===== src/rtl/osc_mon_pkg.sv =====
// Shared constants and helpers for the oscillator startup fault counter.
// Assumes every instance has a 4-bit control slice with a fixed field order.
package osc_mon_pkg;
    localparam int FIELD_W     = 4;  // control bits owned by one instance
    localparam int SEL_LSB     = 0;  // 2-bit length select
    localparam int SEL_W       = 2;
    localparam int RESTART_BIT = 2;  // write-one restart, reads zero
    localparam int EN_BIT      = 3;  // counter enable

    // Picks the log2 of the shortest terminal count for instance idx.
    function automatic int base_log2(input int idx, input int num_lf,
                                     input int lf_log2, input int hf_log2);
        return (idx < num_lf) ? lf_log2 : hf_log2;
    endfunction
endpackage


===== src/rtl/osc_ctrl_regs.sv =====
// Control word storage for all monitored oscillators.
// Holds the select and enable fields for each instance. It turns the restart
// bit of a write into a one-cycle strobe that is never stored, so that bit
// always reads back as zero. Assumes ctrl_wr is a one-cycle strobe in the clk domain.
module osc_ctrl_regs
    import osc_mon_pkg::*;
#(
    parameter int NUM_OSC = 3,
    localparam int DW     = FIELD_W * NUM_OSC
) (
    input  logic                          clk,
    input  logic                          rst_n,
    input  logic                          wr,
    input  logic [DW-1:0]                 wdata,
    output logic [NUM_OSC-1:0][SEL_W-1:0] sel,
    output logic [NUM_OSC-1:0]            en,
    output logic [NUM_OSC-1:0]            restart,
    output logic [DW-1:0]                 rdata
);
    logic [NUM_OSC-1:0][SEL_W-1:0] sel_q;
    logic [NUM_OSC-1:0]            en_q;

    for (genvar i = 0; i < NUM_OSC; i++) begin : g_slice
        localparam int B = FIELD_W * i;

        // Captures the select and enable fields of slice i on a write.
        always_ff @(posedge clk) begin
            if (!rst_n) begin
                sel_q[i] <= '0;
                en_q[i]  <= 1'b0;
            end else if (wr) begin
                sel_q[i] <= wdata[B+SEL_LSB +: SEL_W];
                en_q[i]  <= wdata[B+EN_BIT];
            end
        end

        // Decodes the restart strobe and builds the read-back slice.
        always_comb begin
            restart[i]                   = wr & wdata[B+RESTART_BIT];
            rdata[B+SEL_LSB +: SEL_W]    = sel_q[i];
            rdata[B+RESTART_BIT]         = 1'b0;
            rdata[B+EN_BIT]              = en_q[i];
        end
    end

    assign sel = sel_q;
    assign en  = en_q;
endmodule


===== src/rtl/osc_start_counter.sv =====
// Start-up counter for one oscillator.
// Counts edges where tick and run are both high, up to a terminal count of
// 2**(BASE_LOG2+sel). On the edge that reaches or passes the terminal count, it
// pulses expire for one cycle, latches reached and stops. Disable or restart
// clears the state. Assumes CW is wide enough for 2**(BASE_LOG2+3).
module osc_start_counter #(
    parameter int BASE_LOG2 = 11,
    parameter int CW        = BASE_LOG2 + 4
) (
    input  logic       clk,
    input  logic       rst_n,
    input  logic       en,
    input  logic       restart,
    input  logic [1:0] sel,
    input  logic       tick,
    input  logic       run,
    output logic       expire,
    output logic       reached
);
    logic [CW-1:0] cnt;
    logic [CW-1:0] cnt_inc;
    logic [CW-1:0] term;
    logic          accept;
    logic          hit;

    // Computes the terminal count and whether this edge's tick completes the count.
    always_comb begin
        term    = CW'(1) << (BASE_LOG2 + int'(sel));
        cnt_inc = cnt + CW'(1);
        accept  = tick & run & ~reached;
        hit     = accept & (cnt_inc >= term);
    end

    // Advances the count, latches the reached level and forms the one-cycle pulse.
    always_ff @(posedge clk) begin
        if (!rst_n) begin
            cnt     <= '0;
            reached <= 1'b0;
            expire  <= 1'b0;
        end else if (!en || restart) begin
            cnt     <= '0;
            reached <= 1'b0;
            expire  <= 1'b0;
        end else begin
            expire <= hit;
            if (accept) cnt <= cnt_inc;
            if (hit) reached <= 1'b1;
        end
    end
endmodule


===== src/rtl/osc_start_monitor.sv =====
// Top of the oscillator startup fault counter.
// Holds one control register and NUM_OSC counters. The first NUM_LF counters
// use the low-frequency length table, and the rest use the high-frequency
// table. Assumes osc_tick and osc_run are already synchronous to clk.
module osc_start_monitor
    import osc_mon_pkg::*;
#(
    parameter int NUM_OSC = 3,
    parameter int NUM_LF  = 1,
    parameter int LF_LOG2 = 12,
    parameter int HF_LOG2 = 11,
    localparam int DW     = FIELD_W * NUM_OSC,
    localparam int CW     = ((LF_LOG2 > HF_LOG2) ? LF_LOG2 : HF_LOG2) + 4
) (
    input  logic               clk,
    input  logic               rst_n,
    input  logic               ctrl_wr,
    input  logic [DW-1:0]      ctrl_wdata,
    output logic [DW-1:0]      ctrl_rdata,
    input  logic [NUM_OSC-1:0] osc_tick,
    input  logic [NUM_OSC-1:0] osc_run,
    output logic [NUM_OSC-1:0] expire,
    output logic [NUM_OSC-1:0] reached
);
    logic [NUM_OSC-1:0][SEL_W-1:0] sel;
    logic [NUM_OSC-1:0]            en;
    logic [NUM_OSC-1:0]            restart;

    osc_ctrl_regs #(.NUM_OSC(NUM_OSC)) u_regs (
        .clk     (clk),
        .rst_n   (rst_n),
        .wr      (ctrl_wr),
        .wdata   (ctrl_wdata),
        .sel     (sel),
        .en      (en),
        .restart (restart),
        .rdata   (ctrl_rdata)
    );

    for (genvar i = 0; i < NUM_OSC; i++) begin : g_osc
        localparam int BL = base_log2(i, NUM_LF, LF_LOG2, HF_LOG2);

        osc_start_counter #(.BASE_LOG2(BL), .CW(CW)) u_cnt (
            .clk     (clk),
            .rst_n   (rst_n),
            .en      (en[i]),
            .restart (restart[i]),
            .sel     (sel[i]),
            .tick    (osc_tick[i]),
            .run     (osc_run[i]),
            .expire  (expire[i]),
            .reached (reached[i])
        );
    end
endmodule


===== config.mk =====
export PLATFORM = sky130hd
export DESIGN_NAME = osc_start_monitor
export DESIGN_NICKNAME = d
export VERILOG_FILES = /design/src/rtl/osc_mon_pkg.sv /design/src/rtl/osc_ctrl_regs.sv /design/src/rtl/osc_start_counter.sv /design/src/rtl/osc_start_monitor.sv
export SDC_FILE = /design/constraint.sdc
export NUM_CORES = 1
export LEC_CHECK = 0
export CELL_PAD_IN_SITES_DETAIL_PLACEMENT = 1
export CELL_PAD_IN_SITES_GLOBAL_PLACEMENT = 2
export CORE_UTILIZATION = 34
export DETAILED_ROUTE_END_ITERATION = 7
export PLACE_DENSITY = 0.86
export SETUP_SLACK_MARGIN = 0.4
export SLEW_MARGIN = 40
export SYNTH_ARGS = -nofsm -noshare
export SYNTH_HDL_FRONTEND = slang
export SYNTH_HIERARCHICAL = 1
export SYNTH_SLANG_ARGS = --single-unit

===== constraint.sdc =====
create_clock -name clk -period 3.1 [get_ports clk]
set_input_delay 0.775 -clock clk [delete_from_list [all_inputs] [get_ports clk]]
set_output_delay 0.775 -clock clk [all_outputs]
set_load 0.03 [all_outputs]

-- Word-level counts from Yosys, hierarchy flattened
Index checks and enable logic that the tools add are counted.
Widths: inputs -> output; s select.
- add/sub/neg operators: 6
- $lt $le $gt $ge: 3
- shift-type cells: 3
- bitwise operators: 16
- reductions and logical operators: 9
- operator list (operator ; count):
    $shl 1x32->16 const A ; 3
    $add 16x1->16 const B ; 3
    $ge 16x16->1 ; 3
    $add 4x2->5 const A ; 3
    $and 1x1->1 ; 12
    $reduce_or 2->1 ; 3
    $not 1->1 ; 4
    $logic_not 1->1 ; 3
    $logic_or 1x1->1 ; 3
- register bits after elaboration: 63
- input bits: 21
- output and inout bits: 18
- logic and storage cells: 52

-- Longest topological paths before layout
Gate-level depths: netlist of the first run.
- depth in word-level cells: 4
- mapped depth: 11
- depth with buffers taken out: 10

-- Modules after synthesis
Netlist of the first run, hierarchy kept.
- by module, submodules not included (module ; instances ; cells an instance ; area an instance (µm²) ; sequential area each (µm²)):
    osc_start_counter at g_osc[1].u_cnt ... ; 2 ; 135 ; 1103.6 ; 360.3
    osc_start_counter at g_osc[0].u_cnt ; 1 ; 109 ; 955.9 ; 360.3
    osc_ctrl_regs ; 1 ; 44 ; 454.2 ; 180.2

-- Worst setup path after synthesis of the first run
OpenSTA, ideal clock, no wires.
- path kind: register -> register
- start point: register g_osc[1].u_cnt.cnt[8]
- end point: register g_osc[1].u_cnt.reached
- library setup time: 120 ps
- arrival: 2204 ps
- required time: 2980 ps
- setup slack: 776 ps
- cell stages (with the launch flop): 12
- buffers on the path: 2
- clock period less this slack: 2324 ps
- cells stage by stage: dfxtp_1 > buf_2 > nand4_2 > or4_1 > buf_2 > nor2_1 > xor2_1 > ha_1 > a21oi_1 > o21ai_0 > a211oi_1 > nor2_1
- word-level cells in the longest chain between the ends: 3
- RTL lines (what ; RTL line ; RTL):
    start, declared ; osc_start_counter.sv:20 ; logic [CW-1:0] cnt;
    start signal, assigned ; osc_start_counter.sv:46 ; if (accept) cnt <= cnt_inc;
    $add 16x1->16 ; osc_start_counter.sv:29 ; cnt_inc = cnt + CW'(1);
    net g_osc[1].u_cnt.cnt_inc[15] ; osc_start_counter.sv:21 ; logic [CW-1:0] cnt_inc;
    $ge 16x16->1 ; osc_start_counter.sv:31 ; hit = accept & (cnt_inc >= term);
    $and 1x1->1 ; osc_start_counter.sv:31 ;
    end signal, assigned ; osc_start_counter.sv:38 ; reached <= 1'b0;
    end signal, assigned ; osc_start_counter.sv:42 ; reached <= 1'b0;
    end signal, assigned ; osc_start_counter.sv:47 ; if (hit) reached <= 1'b1;
    end, declared ; osc_start_counter.sv:18 ; output logic reached
The timed path passes the listed nets, and every way through them passes these cells.
A chain may end at the register's enable or synchronous reset.

-- Worst setup path after layout of the first run
- start point: register g_osc[1].u_cnt.cnt[3]
- end point: register g_osc[1].u_cnt.reached
The elaborated chain is that of the path after synthesis.

==> summary.md, run 1 <==
| Metric | Value |
|---|---|
| Root Driver | clkbuf_8 |
| Placer Congestion | 0.777 |
| Nets | 501 |
| Die X | 105 µm |
| Fin crit share | 81.6% |
| Slew at the pin closest to its max-slew limit | 0.608 ns |
| DRC viols | 0 |
| Initial Utilization | 35.0% |
| Largest net degree at the start of global routing | 17 |
| Initial DRC count | 91 |
| Synth Cell Area | 0.00362 mm² |
| Post-synthesis register bit count | 63 |
| Grt ovf | 0 |
| Vias in the first global route | 3035 |
| Pleak | 1.54 nW |
| Syn-to-layout area delta | 17.6% |
| DRT Pass-1 Iters | 4 |
| Post-layout min period | 2.53 ns |
| Placeable Area | 0.0103 mm² |
| Fin. Hold Viols | 0 |
| Port Buffers | 35 |
| Min-delay worst type | reg -> reg |
| Clock Skews | 0.0101 ns |
| Worst stage delay on the critical path | 0.62 ns |
| Largest delay share family, worst path | simple AND/OR/NAND/NOR gates |
| Ant. Diodes | 0 |
| Final Routed Wirelength | 8.35 mm |
| Buf/Inv on CP | 0 |
| Die area | 0.0111 mm² |
| Top FF cell, synth | dfxtp_1 |
| Initial antenna violation count | 0 |
| # rows | 37 |
| Sequential share of the synthesized area | 34.9% |
| Worst Path Required | 3.33 ns |
| Yosys warning total | 6 |
| Ports | 39 |
| CTS Hold Bufs | 0 |
| Max stage delay cell, worst path | or4_4 |
| First-pass GRT wire length | 14.1 mm |
| DP HPWL | 6.30 mm |
| GRT Util Overall | 16.1% |
| Peak VDD IR | 0.210 mV |
| CP most frequent cell | nor2_1 |
| Kind of critical path | reg -> reg |
| Gate Count Post-Synth | 423 |
| RSZ-0062 raised after global routing | yes |
| Max-slew headroom | 59.1% |
| CTS Buffer Depth | 2 |
| Layout cells sized above 1 | 7.36% |
| Crit Path Max Fanout | 7 |
| Setup TNS | 0 ns |
| Post-layout util | 41.2% |
| Sink Count | 63 |
| Vias per cell | 5.01 |
| Pins Over Slew Limit | 0 |
| Ys async rst share | 0% |
| Startpoint type of the worst setup path | flop |
| Endpoint class of the critical path | flop |
| Remaining antenna violation count | 0 |
| Clk Latency, worst-skew pair | 0.34 ns |
| Die extent in y | 105 µm |
| TritonCTS clock tree | done |
| Minimum hold slack | 0.506 ns |
| Routed wire per std cell | 14.0 µm |
| CP arrival | 2.76 ns |
| Power Density | 392 mW/mm² |
| Cts bufs inserted | 9 |
| Distinct cells, synth | 42 |
| Status | finished clean |
| Fmax | 396 MHz |
| Total power | 1.67 mW |
| Setup violators final | 0 |
| Vias | 2993 |
| CP cell instances | nand4_1 -> or4_4 -> nor2_1 -> xor2_1 -> ha_1 -> a21oi_1 -> o21ai_0 -> a211oi_1 -> nor2_1 |
| Synth Area per Inst | 8.55 µm² |
| Clk slew on worst S/H paths | 0.07 ns |
| Post-synth EDFFs | 0 |
| Htree depth | 3 |
| Fill cells | 1244 |
| MaxCap Viol Count | 0 |
==> metal layers <==
| metal | vias to the layer above | routed length [µm] | track usage (%) |
|---|---|---|---|
| met1 | 1411 | 4150 | 20.0 |
| met4 | 0 | 102 | 5.03 |
| met5 | - | 0 | 0 |
| li1 | 1533 | - | - |
| met3 | 9 | 242 | 4.30 |
| met2 | 40 | 3860 | 27.0 |
==> synthesized netlist by cell type (2+ instances only) <==
| cell type | count | area (µm²) |
|---|---|---|
| dfxtp_1 | 63 | 1260 |
| nor2_1 | 42 | 158 |
| nand2_1 | 31 | 116 |
| xnor2_1 | 25 | 219 |
| xor2_1 | 24 | 210 |
| ha_1 | 23 | 288 |
| a21oi_1 | 21 | 105 |
| nand4_1 | 17 | 106 |
| nor3_1 | 14 | 70.1 |
| nand3_1 | 13 | 65.1 |
| o21ai_0 | 13 | 65.1 |
| buf_4 | 12 | 90.1 |
| mux2i_1 | 11 | 110 |
| or3_1 | 10 | 62.6 |
| nor2b_1 | 9 | 56.3 |
| nor4_1 | 9 | 56.3 |
| clkbuf_1 | 8 | 30.0 |
| nand2b_1 | 8 | 50.1 |
| inv_1 | 7 | 26.3 |
| and3b_1 | 6 | 52.6 |
| nand3b_1 | 6 | 45.0 |
| o21ai_1 | 6 | 30.0 |
| and4_1 | 4 | 35.0 |
| buf_2 | 4 | 20.0 |
| or4_1 | 4 | 30.0 |
| a211oi_1 | 3 | 22.5 |
| and2_2 | 3 | 22.5 |
| and3_1 | 3 | 18.8 |
| conb_1 | 3 | 11.3 |
| or2_2 | 3 | 18.8 |
| a211o_1 | 2 | 17.5 |
| a21o_1 | 2 | 15.0 |
| a22oi_1 | 2 | 15.0 |
| and2_1 | 2 | 12.5 |
| nand4_2 | 2 | 25.0 |
| o31ai_1 | 2 | 15.0 |
==> tightest hold or removal path, stage by stage, from the launching register on <==
cell and delay [ns]:
dfxtp_1 0.33, o31ai_1 0.07, a21oi_1 0.06
==> layout by cell type (no fill, tap or decap), types with 3 or more instances in the layout <==
master / synthesis / routed
o21ai_0: 13 / 13
a21oi_1: 21 / 21
and4_1: 4 / 4
o21ai_1: 6 / 6
buf_4: 12 / 5
nand2_1: 31 / 31
nand3_1: 13 / 13
nand2b_1: 8 / 8
clkbuf_8: 0 / 10
mux2i_1: 11 / 11
or3_1: 10 / 10
nand4_1: 17 / 17
nand3b_1: 6 / 6
a211oi_1: 3 / 3
and2_2: 3 / 3
xor2_1: 24 / 24
nor2_1: 42 / 42
or2_2: 3 / 3
and3b_1: 6 / 6
or4_4: 1 / 3
and3_1: 3 / 3
ha_1: 23 / 23
xnor2_1: 25 / 25
dfxtp_1: 63 / 62
clkinv_2: 0 / 3
clkdlybuf4s50_1: 0 / 35
inv_1: 7 / 7
nor4_1: 9 / 9
nor2b_1: 9 / 9
nor3_1: 14 / 14
conb_1: 3 / 11
==> final timing paths <==
| kind | cells after the start | end | slack (ns) | startpoint |
|---|---|---|---|---|
| worst max-delay path | 9 | g_osc[1].u_cnt/reached | 0.57 | g_osc[1].u_cnt/cnt[3] |
| worst min-delay path | 2 | g_osc[2].u_cnt/cnt[15] | 0.51 | g_osc[2].u_cnt/cnt[15] |
| worst max register to register | 9 | g_osc[1].u_cnt/reached | 0.57 | g_osc[1].u_cnt/cnt[3] |
| worst min register to register | 2 | g_osc[2].u_cnt/cnt[15] | 0.51 | g_osc[2].u_cnt/cnt[15] |
==> cell type report <==
class	instances	area, µm²	area share, %
multi-input cells	336	2220	52.1
clock inverters	4	45.0	1.06
well taps	136	170	4.00
repair buffers	40	388	9.12
clock buffers	12	145	3.41
inverters	7	26.3	0.618
flip-flops and latches	63	1260	29.7
==> metrics by stage <==
stage | cells | area, µm² | worst slack (ns)
6_report | 598 | 4250 | 0.572
5_1_grt | 598 | 4250 | 0.352
4_1_cts | 598 | 4240 | 0.444
3_5_place_dp | 582 | 4050 | 0.504
3_3_place_gp | 582 | 4050 | 0.577
2_1_floorplan | 431 | 3650 | 0.776
==> cells by family (layout without fill, tap and decap cells) <==
kind of cell,after synthesis,count (layout),synth area share (%)
buf+inv,32,63,4.91
xor+xnor,49,49,11.9
flops,63,63,34.9
other cells,3,11,0.311
simple gates,190,190,29.0
fa+ha+maj,23,23,7.96
compound gates,52,52,8.06
mux,11,11,3.04
==> what timing repair did <==
item | CTS | global route
endpoints found under the hold margin | 0 | 0
setup buffers | 0 | 0
resized for setup | 0 | 3
endpoints found under the setup margin | 0 | 2
==> state kept, by name, indices dropped and copies added, names as in the netlist <==
register and cells:
g_osc.u_cnt/expire 3, g_osc.u_cnt/reached 3, u_regs/en 3, u_regs/rdata 6, g_osc.u_cnt/cnt 48
==> where the power goes <==
group | switching [mW] | internal, mW | total, mW
sequential | 0.00981 | 0.817 | 0.826
clock | 0.313 | 0.390 | 0.703
combinational | 0.0723 | 0.0648 | 0.137
total | 0.395 | 1.27 | 1.67
Note: power is estimated with default switching activity, not from simulation.
==> run 2, diff against run 1 <==
CORE_UTILIZATION = 31   (was 34)
PLACE_DENSITY = 0.83   (was 0.86)
clock period = 2.2 ns   (was 3.1 ns; I/O delays follow)
==> run 2 against run 1 <==
  * Die area rose by 9.5%
  * Cell area increased by 22%
  * First-iteration DRC count shrank 12%
  * Worst setup slack got worse by 0.54 ns
  * Largest cell class unchanged
  * Hold slack worse by 0.0070 ns
  * Non-clock buffer count is 77 higher
  * Global-route usage grew 1.5 points
  * Maximum frequency is 17% higher
==> summary.md, run 2 (synthesis results as in run 1) <==
| Metric | Value |
|---|---|
| Setup violators final | 0 |
| Most common cell after layout, fill and taps aside | buf_4 |
| Clk Latency, worst-skew pair | 0.33 ns |
| Worst Path Required | 2.42 ns |
| Initial antenna violation count | 0 |
| Nets | 578 |
| Placed cell count | 640 |
| CP arrival | 2.39 ns |
| Die X | 110 µm |
| Power Density | 531 mW/mm² |
| Syn-to-layout area delta | 44.0% |
| Ant. Diodes | 0 |
| Port Buffers | 35 |
| Die area | 0.0121 mm² |
| Grt ovf | 0 |
| Fin. Hold Viols | 0 |
| Root Driver | clkbuf_16 |
| RSZ-0062 raised after global routing | yes |
| Finished Layout Cells | 682 |
| Post-layout min period | 2.17 ns |
| Startpoint type of the worst setup path | flop |
| CTS Buffer Depth | 2 |
| Remaining antenna violation count | 0 |
| DP HPWL | 7.43 mm |
| Pleak | 2.14 nW |
| GRT Util Overall | 17.6% |
| Initial Utilization | 31.7% |
| Die extent in y | 110 µm |
| Htree depth | 3 |
| Commonest cells after routing, fill and taps aside | buf_4, nor2_1, dfxtp_1 |
| Reg2Reg Setup Slack | 0.03 ns |
| Clock Skews | 0.00829 ns |
| Pins Over Slew Limit | 0 |
| Largest net degree at the start of global routing | 17 |
| Vias | 3396 |
| DRT Pass-1 Iters | 4 |
| Total power | 2.77 mW |
| Placer Congestion | 0.742 |
| Layout cells sized above 1 | 31.5% |
| Clk slew on worst S/H paths | 0.05 ns |
| Cts bufs inserted | 9 |
| Kind of critical path | reg -> reg |
| Placeable Area | 0.0114 mm² |
| Max reg flops | 48 |
| Ports | 39 |
| MaxCap Viol Count | 0 |
| Status | finished clean |
| Vias in the first global route | 3460 |
| DRC viols | 0 |
| Most flops, register | g_osc.u_cnt/cnt |
| Routed wire per std cell | 14.9 µm |
| # rows | 39 |
| Endpoint class of the critical path | flop |
| Crit Path Max Fanout | 3 |
| Vias per cell | 4.98 |
| Fmax | 461 MHz |
| Sink Count | 63 |
| Fin crit share | 98.6% |
| First-pass GRT wire length | 16.2 mm |
| Min-delay worst type | reg -> reg |
| Initial DRC count | 80 |
| Final Routed Wirelength | 10.1 mm |
| TritonCTS clock tree | done |
| Peak VDD IR | 0.362 mV |
run 2: where the power goes:
part	switching, mW	internal (mW)	total, mW	leakage, nW
Combinational	0.111	0.0954	0.206	1.47
Sequential	0.0130	1.15	1.16	0.526
Clock	0.494	0.906	1.40	0.140
Total	0.618	2.15	2.77	2.14
run 2: worst paths after layout:
kind,from,endpoint,cells past startpoint
hold / removal,g_osc[1].u_cnt/cnt[1],g_osc[1].u_cnt/cnt[1],2
setup reg to reg,g_osc[2].u_cnt/cnt[10],g_osc[2].u_cnt/reached,9
hold reg to reg,g_osc[1].u_cnt/cnt[1],g_osc[1].u_cnt/cnt[1],2
setup / recovery,g_osc[2].u_cnt/cnt[10],g_osc[2].u_cnt/reached,9
run 2: repair_timing:
action                                  in CTS  in global routing
hold buffers                                 0                  0
setup buffers                               17                  9
pin swaps                                   19                 31
gates resized for setup                     42                 30
endpoints found under the setup margin      27                 31
run 2: final cells by class:
cell class,count,area [µm²]
clock inverters,3,42.5
flip-flops and latches,63,1310
inverters,7,26.3
multi-input cells,336,2430
fillers,1333,6210
well taps,143,179
clock buffers,13,250
repair buffers,117,973
run 2: metrics by stage:
step | setup slack, ns | utilization, % | TNS (ns) | hold slack (ns) | instance area, µm²
detailed placement | -0.111 | 39.7 | -0.176 | 0.500 | 4540
CTS | 0.00814 | 44.0 | 0 | 0.506 | 5020
global route | -0.120 | 45.6 | -0.223 | 0.517 | 5210
global placement | 0.00928 | 39.7 | 0 | 0.480 | 4540
floorplan | 0.0895 | - | 0 | 0.467 | 3760
finish | 0.0311 | 45.6 | 0 | 0.499 | 5210
run 2: metal layers:
layer / track usage (%) / vias to the layer above / wire [µm]
li1: - / 1685 / -
met1: 20.6 / 1651 / 4550
met2: 30.9 / 43 / 5120
met3: 3.88 / 17 / 283
met4: 7.05 / 0 / 195
met5: 0 / - / 0
run 2: critical path: stages (launching register included):
cell,delay [ns]
dfxtp_2,0.36
nand4_4,0.10
or4_4,0.59
nor2_4,0.13
xor2_1,0.15
ha_1,0.26
a21oi_1,0.14
o21ai_1,0.11
a211oi_2,0.15
nor2_1,0.06
==> run 3, diff against run 2 <==
ABC_AREA = 1   (was default)
CORE_UTILIZATION = 28   (was 31)
GPL_ROUTABILITY_DRIVEN = 0   (was default)
PLACE_DENSITY = 0.82   (was 0.83)
==> run 3 against run 2 <==
  * Synthesized area up 17%
  * Critical path depth is 6 higher
  * Flip-flop and latch count stayed put
  * Hold slack lost 0.043 ns
  * Register-to-register slack improved by 0.26 ns
  * Largest cell class unchanged
  * Maximum frequency increased by 14%
  * Clock-buffer cell count is 1 lower
  * Largest power group unchanged
  * The flow now finishes with violations (DRC)
==> summary.md, run 3 <==
| Metric | Value |
|---|---|
| Synth Area per Inst | 6.38 µm² |
| Design area | 0.00586 mm² |
| Startpoint type of the worst setup path | flop |
| Kind of critical path | reg -> reg |
| Count leader, synth | nand2_1 |
| Clock Skews | 0.0113 ns |
| Fin. Hold Viols | 0 |
| RSZ-0062 raised after global routing | yes |
| Power Density | 507 mW/mm² |
| Worst Path Required | 2.43 ns |
| Largest family of logic cells by synthesized area | simple AND/OR/NAND/NOR gates |
| Clk slew on worst S/H paths | 0.05 ns |
| Final Routed Wirelength | 12.8 mm |
| Crit Path Max Fanout | 3 |
| Commonest cells after routing, fill and taps aside | nand2_1, inv_1, nor2_1 |
| Pleak | 2.70 nW |
| Buf/Inv on CP | 2 |
| Most flops, register | g_osc.u_cnt/cnt |
| Routed wire per std cell | 13.8 µm |
| DP HPWL | 9.08 mm |
| TritonCTS clock tree | done |
| Post-layout util | 40.0% |
| Pins Over Slew Limit | 0 |
| Die X | 125 µm |
| # rows | 44 |
| Worst stage delay on the critical path | 0.38 ns |
| Compound-gate portion of the synthesized area | 12.1% |
| Most common cell after layout, fill and taps aside | nand2_1 |
| Endpoint class of the critical path | flop |
| Largest net degree at the start of global routing | 16 |
| Nets | 784 |
| Failing checks | DRC |
| Initial antenna violation count | 0 |
| Cts bufs inserted | 9 |
| Vias per cell | 4.64 |
| Setup TNS | 0 ns |
| Htree depth | 3 |
| Min-delay worst type | reg -> reg |
| Die extent in y | 125 µm |
| Setup violators final | 0 |
| Peak VDD IR | 0.327 mV |
| Post-synthesis xor/xnor area fraction | 1.66% |
| Grt ovf | 0 |
| Synth Cell Area | 0.00422 mm² |
| Post-synth EDFFs | 0 |
| Mux cell area share after synthesis | 0% |
| Remaining antenna violation count | 0 |
| Synth cell count leaders | nand2_1, inv_1, nor2_1 |
| Fmax | 525 MHz |
| Adder-Cell Fraction of Synth Area | 6.82% |
| First-pass GRT wire length | 21.3 mm |
| Layout cells sized above 1 | 29.4% |
| Ys async rst share | 0% |
| Sequential share of the synthesized area | 29.9% |
| CTS Buffer Depth | 2 |
| Ports | 39 |
| Gate Count Post-Synth | 662 |
| DRT Pass-1 Iters | 6 |
| Post-layout min period | 1.90 ns |
| Status | complete, but fails checks |
| Syn-to-layout area delta | 38.9% |
| DRC viols | 4 |
| Synth Area in Simple Gates | 35.1% |
| Max reg flops | 48 |
| Fin crit share | 86.6% |
| GRT Util Overall | 16.9% |
| Vias | 4310 |
| Initial DRC count | 124 |
| Distinct cells, synth | 32 |
| CP most frequent cell | nand2_1 |
| CTS Hold Bufs | 0 |
| CP arrival | 2.13 ns |
| Yosys warning total | 6 |
| Initial Utilization | 28.8% |
| Die area | 0.0156 mm² |
| Sink Count | 63 |
| MaxCap Viol Count | 0 |
| Vias in the first global route | 4609 |
| Cell Area, Placed | 0.00480 mm² |
| CP cell instances | ha_4 -> nand2_4 -> nor2_4 -> nand3b_1 -> inv_1 -> nand2_2 -> nand2_2 -> inv_2 -> ha_4 -> a21oi_1 -> nand2_1 -> o21ai_1 -> nand2_1 -> nand2_1 -> nand2_1 |
| Largest delay share family, worst path | simple AND/OR/NAND/NOR gates |
| Placeable Area | 0.0146 mm² |
| Port Buffers | 35 |
| Max stage delay cell, worst path | dfxtp_4 |
| Yosys top cell area share | 29.9% |
| Clk Latency, worst-skew pair | 0.34 ns |
| Post-synthesis register bit count | 63 |
| Top FF cell, synth | dfxtp_1 |
| Largest cells by area after synthesis | dfxtp_1, nand2_1, inv_1, ha_1, nor2_1 |
| Area leader, netlist | dfxtp_1 |
| Root Driver | clkbuf_16 |
| Ant. Diodes | 0 |
## run 3: cell count changes after synthesis, moves of 10 or more
| cell | before | now |
|---|---|---|
| nor2_1 | 42 | 69 |
| nand2_1 | 31 | 186 |
| nand4_1 | 17 | 3 |
| xor2_1 | 24 | 6 |
| inv_2 | 0 | 10 |
| a21oi_1 | 21 | 48 |
| nand3_1 | 13 | 31 |
| o21ai_1 | 6 | 17 |
| mux2i_1 | 11 | 0 |
| or3_1 | 10 | 0 |
| xnor2_1 | 25 | 2 |
| nor3_1 | 14 | 4 |
| inv_1 | 7 | 103 |
| nor2_2 | 0 | 17 |
## run 3: cell families after synthesis
| family | count (synthesis) |
|---|---|
| buf+inv | 137 |
| simple gates | 333 |
| compound gates | 95 |
| xor+xnor | 8 |
| other cells | 3 |
| fa+ha+maj | 23 |
| flops | 63 |
## run 3: layer usage
metal,vias to the layer above,track usage [%],wire (µm)
li1,2177,-,-
met5,-,0,0
met1,2063,19.2,5520
met2,51,31.2,6630
met4,0,4.21,222
met3,19,4.47,443
## run 3: cell type report
class                           instances  area (µm²)
Fill cell                            1861        8780
Multi-Input combinational cell        470        2830
Sequential cell                        63        1340
Timing Repair Buffer                   81         719
Inverter                              115         439
Clock buffer                           12         256
Tap cell                              184         230
Clock inverter                          3        42.5
## run 3: worst reg2reg max path: cells and delay by family (launching register included)
family	cells	cell delay, ns
buf+inv	2	0.16
fa+ha+maj	2	0.30
simple gates	9	0.74
flops	1	0.38
compound gates	2	0.23
## run 3: final timing paths
check,end,startpoint,depth (start not counted),slack (ns)
setup reg to reg,g_osc[2].u_cnt/reached,g_osc[2].u_cnt/cnt[0],15,0.30
setup / recovery,g_osc[2].u_cnt/reached,g_osc[2].u_cnt/cnt[0],15,0.30
hold reg to reg,g_osc[1].u_cnt/cnt[4],g_osc[1].u_cnt/cnt[4],2,0.46
hold / removal,g_osc[1].u_cnt/cnt[4],g_osc[1].u_cnt/cnt[4],2,0.46
## run 3: timing repair
item | in CTS | in global routing
resized for setup | 114 | 60
pin swaps | 37 | 43
setup buffers | 19 | 9
endpoints found under the setup margin | 21 | 23
endpoints found under the hold margin | 0 | 0
## run 3: stage by stage
step	power [mW]	setup slack, ns	cells	hold WS, ns
floorplan	1.40	0.419	670	0.442
global placement	1.49	0.118	885	0.459
detailed placement	1.51	0.0651	885	0.465
CTS	2.99	0.259	919	0.459
global route	3.12	0.146	928	0.483
finish	2.97	0.296	928	0.456
## run 3: power breakdown
group	switching (mW)	total [mW]	internal (mW)	leakage [nW]
Clock	0.527	1.46	0.930	0.145
Combinational	0.198	0.338	0.140	2.03
Sequential	0.0262	1.17	1.15	0.533
